$ cat config.mk
export PLATFORM = sky130hd
export DESIGN_NAME = rlg_ref_ladder_gen
export DESIGN_NICKNAME = d
export VERILOG_FILES = /design/src/rtl/rlg_pkg.sv /design/src/rtl/rlg_phase_counter.sv /design/src/rtl/rlg_width_latch.sv /design/src/rtl/rlg_pulse_decode.sv /design/src/rtl/rlg_ref_ladder_gen.sv
export SDC_FILE = /design/constraint.sdc
export NUM_CORES = 1
export LEC_CHECK = 0
export CELL_PAD_IN_SITES_DETAIL_PLACEMENT = 0
export CELL_PAD_IN_SITES_GLOBAL_PLACEMENT = 1
export CORE_UTILIZATION = 33
export CTS_BUF_LIST = sky130_fd_sc_hd__clkbuf_16
export DETAILED_ROUTE_END_ITERATION = 7
export PLACE_DENSITY = 0.92
export SLEW_MARGIN = 5
export SYNTH_ARGS = -nofsm -noshare
export SYNTH_HDL_FRONTEND = slang
export SYNTH_SLANG_ARGS = --single-unit
$ cat constraint.sdc
create_clock -name clk -period 4 [get_ports clk]
set_clock_uncertainty 0.2 [all_clocks]
set_input_delay 0.6 -clock clk [delete_from_list [all_inputs] [get_ports clk]]
set_output_delay 0.6 -clock clk [all_outputs]
set_load 0.03 [all_outputs]
$ cat src/rtl/rlg_pkg.sv
package rlg_pkg;
  localparam int TICKS_PER_PERIOD = 25;
  localparam int NUM_REFS         = 16;
  localparam int REF_EDGE_TICK    = 6;
  localparam int MIN_SAMPLE_TICKS = 3;
  localparam int SEL_W            = 2;

  // sample pulse length in ticks for a given select code
  function automatic int sample_ticks(input int min_ticks, input logic [SEL_W-1:0] sel);
    return min_ticks + int'(sel);
  endfunction

  // tick on which reference pulse idx is high
  function automatic int ref_tick(input int edge_tick, input int idx);
    return edge_tick + 1 + idx;
  endfunction
endpackage

$ cat src/rtl/rlg_phase_counter.sv
module rlg_phase_counter #(
  parameter int TICKS   = rlg_pkg::TICKS_PER_PERIOD,
  parameter int PHASE_W = $clog2(TICKS)
) (
  input  logic               clk,
  input  logic               rst_n,
  input  logic               en,
  output logic               active,
  output logic [PHASE_W-1:0] phase,
  output logic               period_start
);
  localparam logic [PHASE_W-1:0] LAST = PHASE_W'(TICKS - 1);

  logic at_last;
  assign at_last = active && (phase == LAST);
  // next edge begins tick 0 of a period
  assign period_start = en && (!active || at_last);

  always_ff @(posedge clk or negedge rst_n) begin
    if (!rst_n) begin
      active <= 1'b0;
      phase  <= '0;
    end else if (!en) begin
      active <= 1'b0;
      phase  <= '0;
    end else if (period_start) begin
      active <= 1'b1;
      phase  <= '0;
    end else begin
      phase  <= phase + 1'b1;
    end
  end
endmodule

$ cat src/rtl/rlg_width_latch.sv
module rlg_width_latch #(
  parameter int SEL_W = rlg_pkg::SEL_W,
  parameter logic [SEL_W-1:0] RESET_SEL = 1
) (
  input  logic             clk,
  input  logic             rst_n,
  input  logic             load,
  input  logic [SEL_W-1:0] sel_in,
  output logic [SEL_W-1:0] sel_q
);
  always_ff @(posedge clk or negedge rst_n) begin
    if (!rst_n)    sel_q <= RESET_SEL;
    else if (load) sel_q <= sel_in;
  end
endmodule

$ cat src/rtl/rlg_pulse_decode.sv
module rlg_pulse_decode #(
  parameter int TICKS     = rlg_pkg::TICKS_PER_PERIOD,
  parameter int NREF      = rlg_pkg::NUM_REFS,
  parameter int EDGE_TICK = rlg_pkg::REF_EDGE_TICK,
  parameter int MIN_W     = rlg_pkg::MIN_SAMPLE_TICKS,
  parameter int SEL_W     = rlg_pkg::SEL_W,
  parameter int PHASE_W   = $clog2(TICKS)
) (
  input  logic               active,
  input  logic [PHASE_W-1:0] phase,
  input  logic [SEL_W-1:0]   sel_q,
  output logic               sample_pulse,
  output logic               ref_clk,
  output logic               precharge_n,
  output logic [NREF-1:0]    ref_pulse
);
  localparam int LAST_REF = rlg_pkg::ref_tick(EDGE_TICK, NREF - 1);

  int ph;
  assign ph = int'(phase);

  assign sample_pulse = active && (ph < rlg_pkg::sample_ticks(MIN_W, sel_q));
  assign ref_clk      = active && (ph >= EDGE_TICK) && (ph <= LAST_REF);
  assign precharge_n  = !(active && (ph == EDGE_TICK));

  for (genvar i = 0; i < NREF; i++) begin : g_ref
    assign ref_pulse[i] = active && (ph == rlg_pkg::ref_tick(EDGE_TICK, i));
  end
endmodule

$ cat src/rtl/rlg_ref_ladder_gen.sv
module rlg_ref_ladder_gen #(
  parameter int TICKS     = rlg_pkg::TICKS_PER_PERIOD,
  parameter int NREF      = rlg_pkg::NUM_REFS,
  parameter int EDGE_TICK = rlg_pkg::REF_EDGE_TICK,
  parameter int MIN_W     = rlg_pkg::MIN_SAMPLE_TICKS,
  parameter int SEL_W     = rlg_pkg::SEL_W
) (
  input  logic             clk,
  input  logic             rst_n,
  input  logic             en,
  input  logic [SEL_W-1:0] width_sel,
  output logic             sample_pulse,
  output logic             ref_clk,
  output logic             precharge_n,
  output logic [NREF-1:0]  ref_pulse
);
  localparam int PHASE_W = $clog2(TICKS);

  // named internal events, visible to the bound checker
  logic               run_active;
  logic [PHASE_W-1:0] run_phase;
  logic               period_start;
  logic [SEL_W-1:0]   width_q;

  rlg_phase_counter #(.TICKS(TICKS), .PHASE_W(PHASE_W)) u_phase (
    .clk          (clk),
    .rst_n        (rst_n),
    .en           (en),
    .active       (run_active),
    .phase        (run_phase),
    .period_start (period_start)
  );

  rlg_width_latch #(.SEL_W(SEL_W), .RESET_SEL(SEL_W'(1))) u_width (
    .clk    (clk),
    .rst_n  (rst_n),
    .load   (period_start),
    .sel_in (width_sel),
    .sel_q  (width_q)
  );

  rlg_pulse_decode #(
    .TICKS(TICKS), .NREF(NREF), .EDGE_TICK(EDGE_TICK),
    .MIN_W(MIN_W), .SEL_W(SEL_W), .PHASE_W(PHASE_W)
  ) u_decode (
    .active       (run_active),
    .phase        (run_phase),
    .sel_q        (width_q),
    .sample_pulse (sample_pulse),
    .ref_clk      (ref_clk),
    .precharge_n  (precharge_n),
    .ref_pulse    (ref_pulse)
  );
endmodule

==> summary.md <==
| Metric | Value |
|---|---|
| Fraction of final layout cells sized beyond drive strength 1 | 8.42% |
| Vias in the first global route | 495 |
| Arrival time at the worst endpoint | 2.40 ns |
| Cell area after synthesis | 634 µm² |
| IO Pins | 24 |
| Upper clock frequency limit | 0.312 GHz |
| R2R depth | 5 |
| Transition time at the pin with the least slew margin | 0.367 ns |
| Total wire length after detailed routing | 1.39 mm |
| Type of the most critical hold path | reg2reg |
| Sort of element at the end of the critical path | output pin |
| Maximum fanout encountered on the critical timing path | 3 |
| ANT cells | 0 |
| Core area | 1760 µm² |
| Clock period minus worst slack | 3.20 ns |
| Height of the die | 45.8 µm |
| Reported net switching power | 0.0608 mW |
| Total number of vias | 566 |
| Fin. max-slew vios | 0 |
| Root buffer cell | clkbuf_16 |
| Data required time at the worst endpoint | 3.20 ns |
| Number of port buffers | 23 |
| Global-route wire length before repair | 2.19 mm |
| Largest family of logic cells by synthesized area | simple AND/OR/NAND/NOR gates |
| Post-synth net total | 84 |
| Source-to-sink clock delay at the later pin of the worst-skew pair | 0.23 ns |
| XOR/XNOR share of the synthesized area | 2.76% |
| Leakage power of the design | 0.424 nW |
| DPL Wire Length | 1.03 mm |
| Worst supply voltage drop on vdd | 0.246 mV |
| Post-Place Cells | 116 |
| Combinational Power Share | 10.6% |
| Design internal power | 0.233 mW |
| Clk pwr share | 58.3% |
| Critical path type | reg2out |
| PD cells | 306 nW/µm² |
| Post-detailed-route count of antenna-violating nets | 0 |
| Non-Filler Instances | 120 |
| Average size of a mapped cell | 8.93 µm² |
| Fillers | 177 |
| Number of antenna violations at the first check in global routing | 0 |
| Number of cells on the worst hold path | 1 |
| Synth Register Bits | 8 |
| Average wire per cell in the routed design | 11.5 µm |
| Run status | finished, final reports clean |
| Number of hold violations in the final report | 0 |
| Share of the synthesized area in the top cell type | 27.6% |
| Mux cell area share after synthesis | 3.55% |
| Total setup violations reported at the end of the flow | 0 |
| Yosys warning total | 0 |
| Global-route usage over all layers | 15.2% |
| Weighted congestion reported at the end of routability-driven placement | 0.703 |
| Number of buffers on the longest clock path | 2 |
| Portion of the post-synthesis area used by sequential elements | 31.8% |
| Launching element type of the critical path | flip-flop |
| Number of buffers inserted during clock tree synthesis | 3 |
| Netlist cell types | 25 |
| Maximum number of pins on one net before global-route repair | 14 |
| Postcts setup bufs | 0 |
| Synth area leaders | dfrtp_1, ha_1, and2_1 |
| Post-CTS Hold Fix Bufs | 0 |
| Clock net sink count | 8 |
| Number of cell rows | 15 |
| Chip Width | 45.8 µm |
| Post-synth top area cell | dfrtp_1 |
| Synth Instances | 71 |
| Global-route congestion overflow total | 0 |
| CTS tree | done |
| Post-synthesis share of cell area spent on full adders, half adders and majority gates | 15.8% |
| Sequential fraction of design power | 31.1% |
| Compound-gate portion of the synthesized area | 6.31% |
| Drt first pass iters | 4 |
| H-tree depth reported by CTS | 1 |
| Tightest slew margin relative to the limit | 75.5% |
| Setup repair after global routing missed its margin | no |
| Post-synthesis simple-gate area fraction | 33.7% |
| Vias per cell | 4.72 |
| Residual DRC | 0 |
| Number of gates resized after cts | 0 |
| Net count reported at finish | 109 |
| Floorplan die area | 2100 µm² |
| Proportion of total power due to net switching | 20.7% |
| Initial DRC count | 20 |
| Max capacitance violation total | 0 |
| Total negative slack | 0 ns |
| Area growth from synthesis to layout | 51.7% |
| Portion of the clock cycle consumed by the worst path in the final layout | 80.1% |
| Clock-pin slew of the registers on the worst-case setup and hold paths | 0.04 ns |
| Initial core utilization | 36.0% |
## critical path, stage by stage (launching register included)
cell	delay [ns]
dfstp_2	0.53
inv_1	0.04
ha_1	0.28
ha_1	0.27
o21a_1	0.10
o21ai_0	0.13
and3_1	0.17
clkdlybuf4s50_1	0.66
## metrics by stage
step | hold WS [ns] | power [mW] | worst slack (ns) | cell area (µm²) | utilization, %
final | 0.301 | 0.294 | 0.797 | 962 | 54.5
after global routing | 0.331 | 0.308 | 0.672 | 962 | 54.5
after CTS | 0.305 | 0.298 | 0.777 | 962 | 54.5
after detailed placement | 0.297 | 0.124 | 1.03 | 883 | 50.1
after global placement | 0.289 | 0.122 | 1.08 | 883 | 50.1
after floorplan | 0.104 | 0.112 | 1.57 | 634 | -
## cell families after synthesis
family | after synthesis
AND/OR/NAND/NOR | 36
buffers and inverters | 10
adder cells (fa/ha/maj) | 8
flip-flops | 8
AO/OA/AOI/OAI | 5
XOR/XNOR | 2
multiplexers | 2
## metal layers
| layer | GRT usage (%) | share of wire, % | wire [µm] |
|---|---|---|---|
| met1 | 17.9 | 48 | 661 |
| met2 | 23.9 | 48 | 670 |
| met3 | 7.14 | 3.8 | 53 |
| met4 | 5.29 | 0 | 0 |
| met5 | 0 | 0 | 0 |
## power groups by stage
stage                     Clock, mW  Combinational (mW)  Sequential, mW
after floorplan                   0              0.0204          0.0911
after global placement            0              0.0303          0.0922
after detailed placement          0              0.0318          0.0925
after CTS                     0.174              0.0321          0.0916
after global routing          0.180              0.0363          0.0926
final                         0.171              0.0313          0.0914
## synthesized netlist by cell type
library cell  instances
dfrtp_1               7
inv_1                 7
a21boi_2              1
xnor2_1               1
nand3_1               3
ha_1                  8
and2_1                9
o21ai_0               1
nand4b_1              1
a221oi_1              1
and3b_1               1
mux2_2                2
and4_1                5
nand2_1               3
nor2b_2               1
clkbuf_1              2
and3_1                3
xor2_1                1
dfstp_2               1
nor2b_1               1
nor3_1                2
buf_2                 1
o21a_1                1
o21bai_1              1
nor2_1                7
## final timing paths
path | slack [ns] | to | from
worst min register to register | 0.30 | u_width.sel_q[1]$_DFFE_PN0P_ | u_width.sel_q[1]$_DFFE_PN0P_
min in group asynchronous | 0.44 | u_phase.phase[4]$_DFF_PN0_ | rst_n
max in group asynchronous | 2.85 | u_width.sel_q[0]$_DFFE_PN1P_ | rst_n
worst max-delay path | 0.80 | sample_pulse | u_width.sel_q[0]$_DFFE_PN1P_
worst max register to register | 2.14 | u_width.sel_q[1]$_DFFE_PN0P_ | u_phase.phase[0]$_DFF_PN0_
worst min-delay path | 0.30 | u_width.sel_q[1]$_DFFE_PN0P_ | u_width.sel_q[1]$_DFFE_PN0P_
## sequential cells by signal, summed over array words and instances (netlist names)
register	count
u_phase.active	1
u_width.sel_q	2
u_phase.phase	5
## cells in the final DEF (no fill, tap or decap)
cell type | netlist | layout
dfstp_2 | 1 | 1
and4_1 | 5 | 5
dfrtp_1 | 7 | 7
xor2_1 | 1 | 1
nor2b_1 | 1 | 1
a221oi_1 | 1 | 1
xnor2_1 | 1 | 1
o21a_1 | 1 | 1
ha_1 | 8 | 8
o21bai_1 | 1 | 1
clkdlybuf4s50_1 | 0 | 23
and3b_1 | 1 | 1
o21ai_0 | 1 | 1
nor3_1 | 2 | 2
a21boi_2 | 1 | 1
nand4b_1 | 1 | 1
nand2_1 | 3 | 3
nor2_1 | 7 | 7
and3_1 | 3 | 3
nand3_1 | 3 | 3
mux2_2 | 2 | 2
inv_1 | 7 | 8
and2_1 | 9 | 9
nor2b_2 | 1 | 1
clkbuf_16 | 0 | 3
## layout make-up
| type | instances | area [µm²] | share of cell area, % |
|---|---|---|---|
| repair buffers | 23 | 230 | 23.9 |
| multi-input cells | 53 | 394 | 41.0 |
| clock inverters | 1 | 3.75 | 0.390 |
| flip-flops and latches | 8 | 201 | 20.9 |
| inverters | 7 | 26.3 | 2.73 |
| well taps | 25 | 31.3 | 3.25 |
| clock buffers | 3 | 75.1 | 7.80 |
Note: power is estimated with default switching activity, not from simulation.
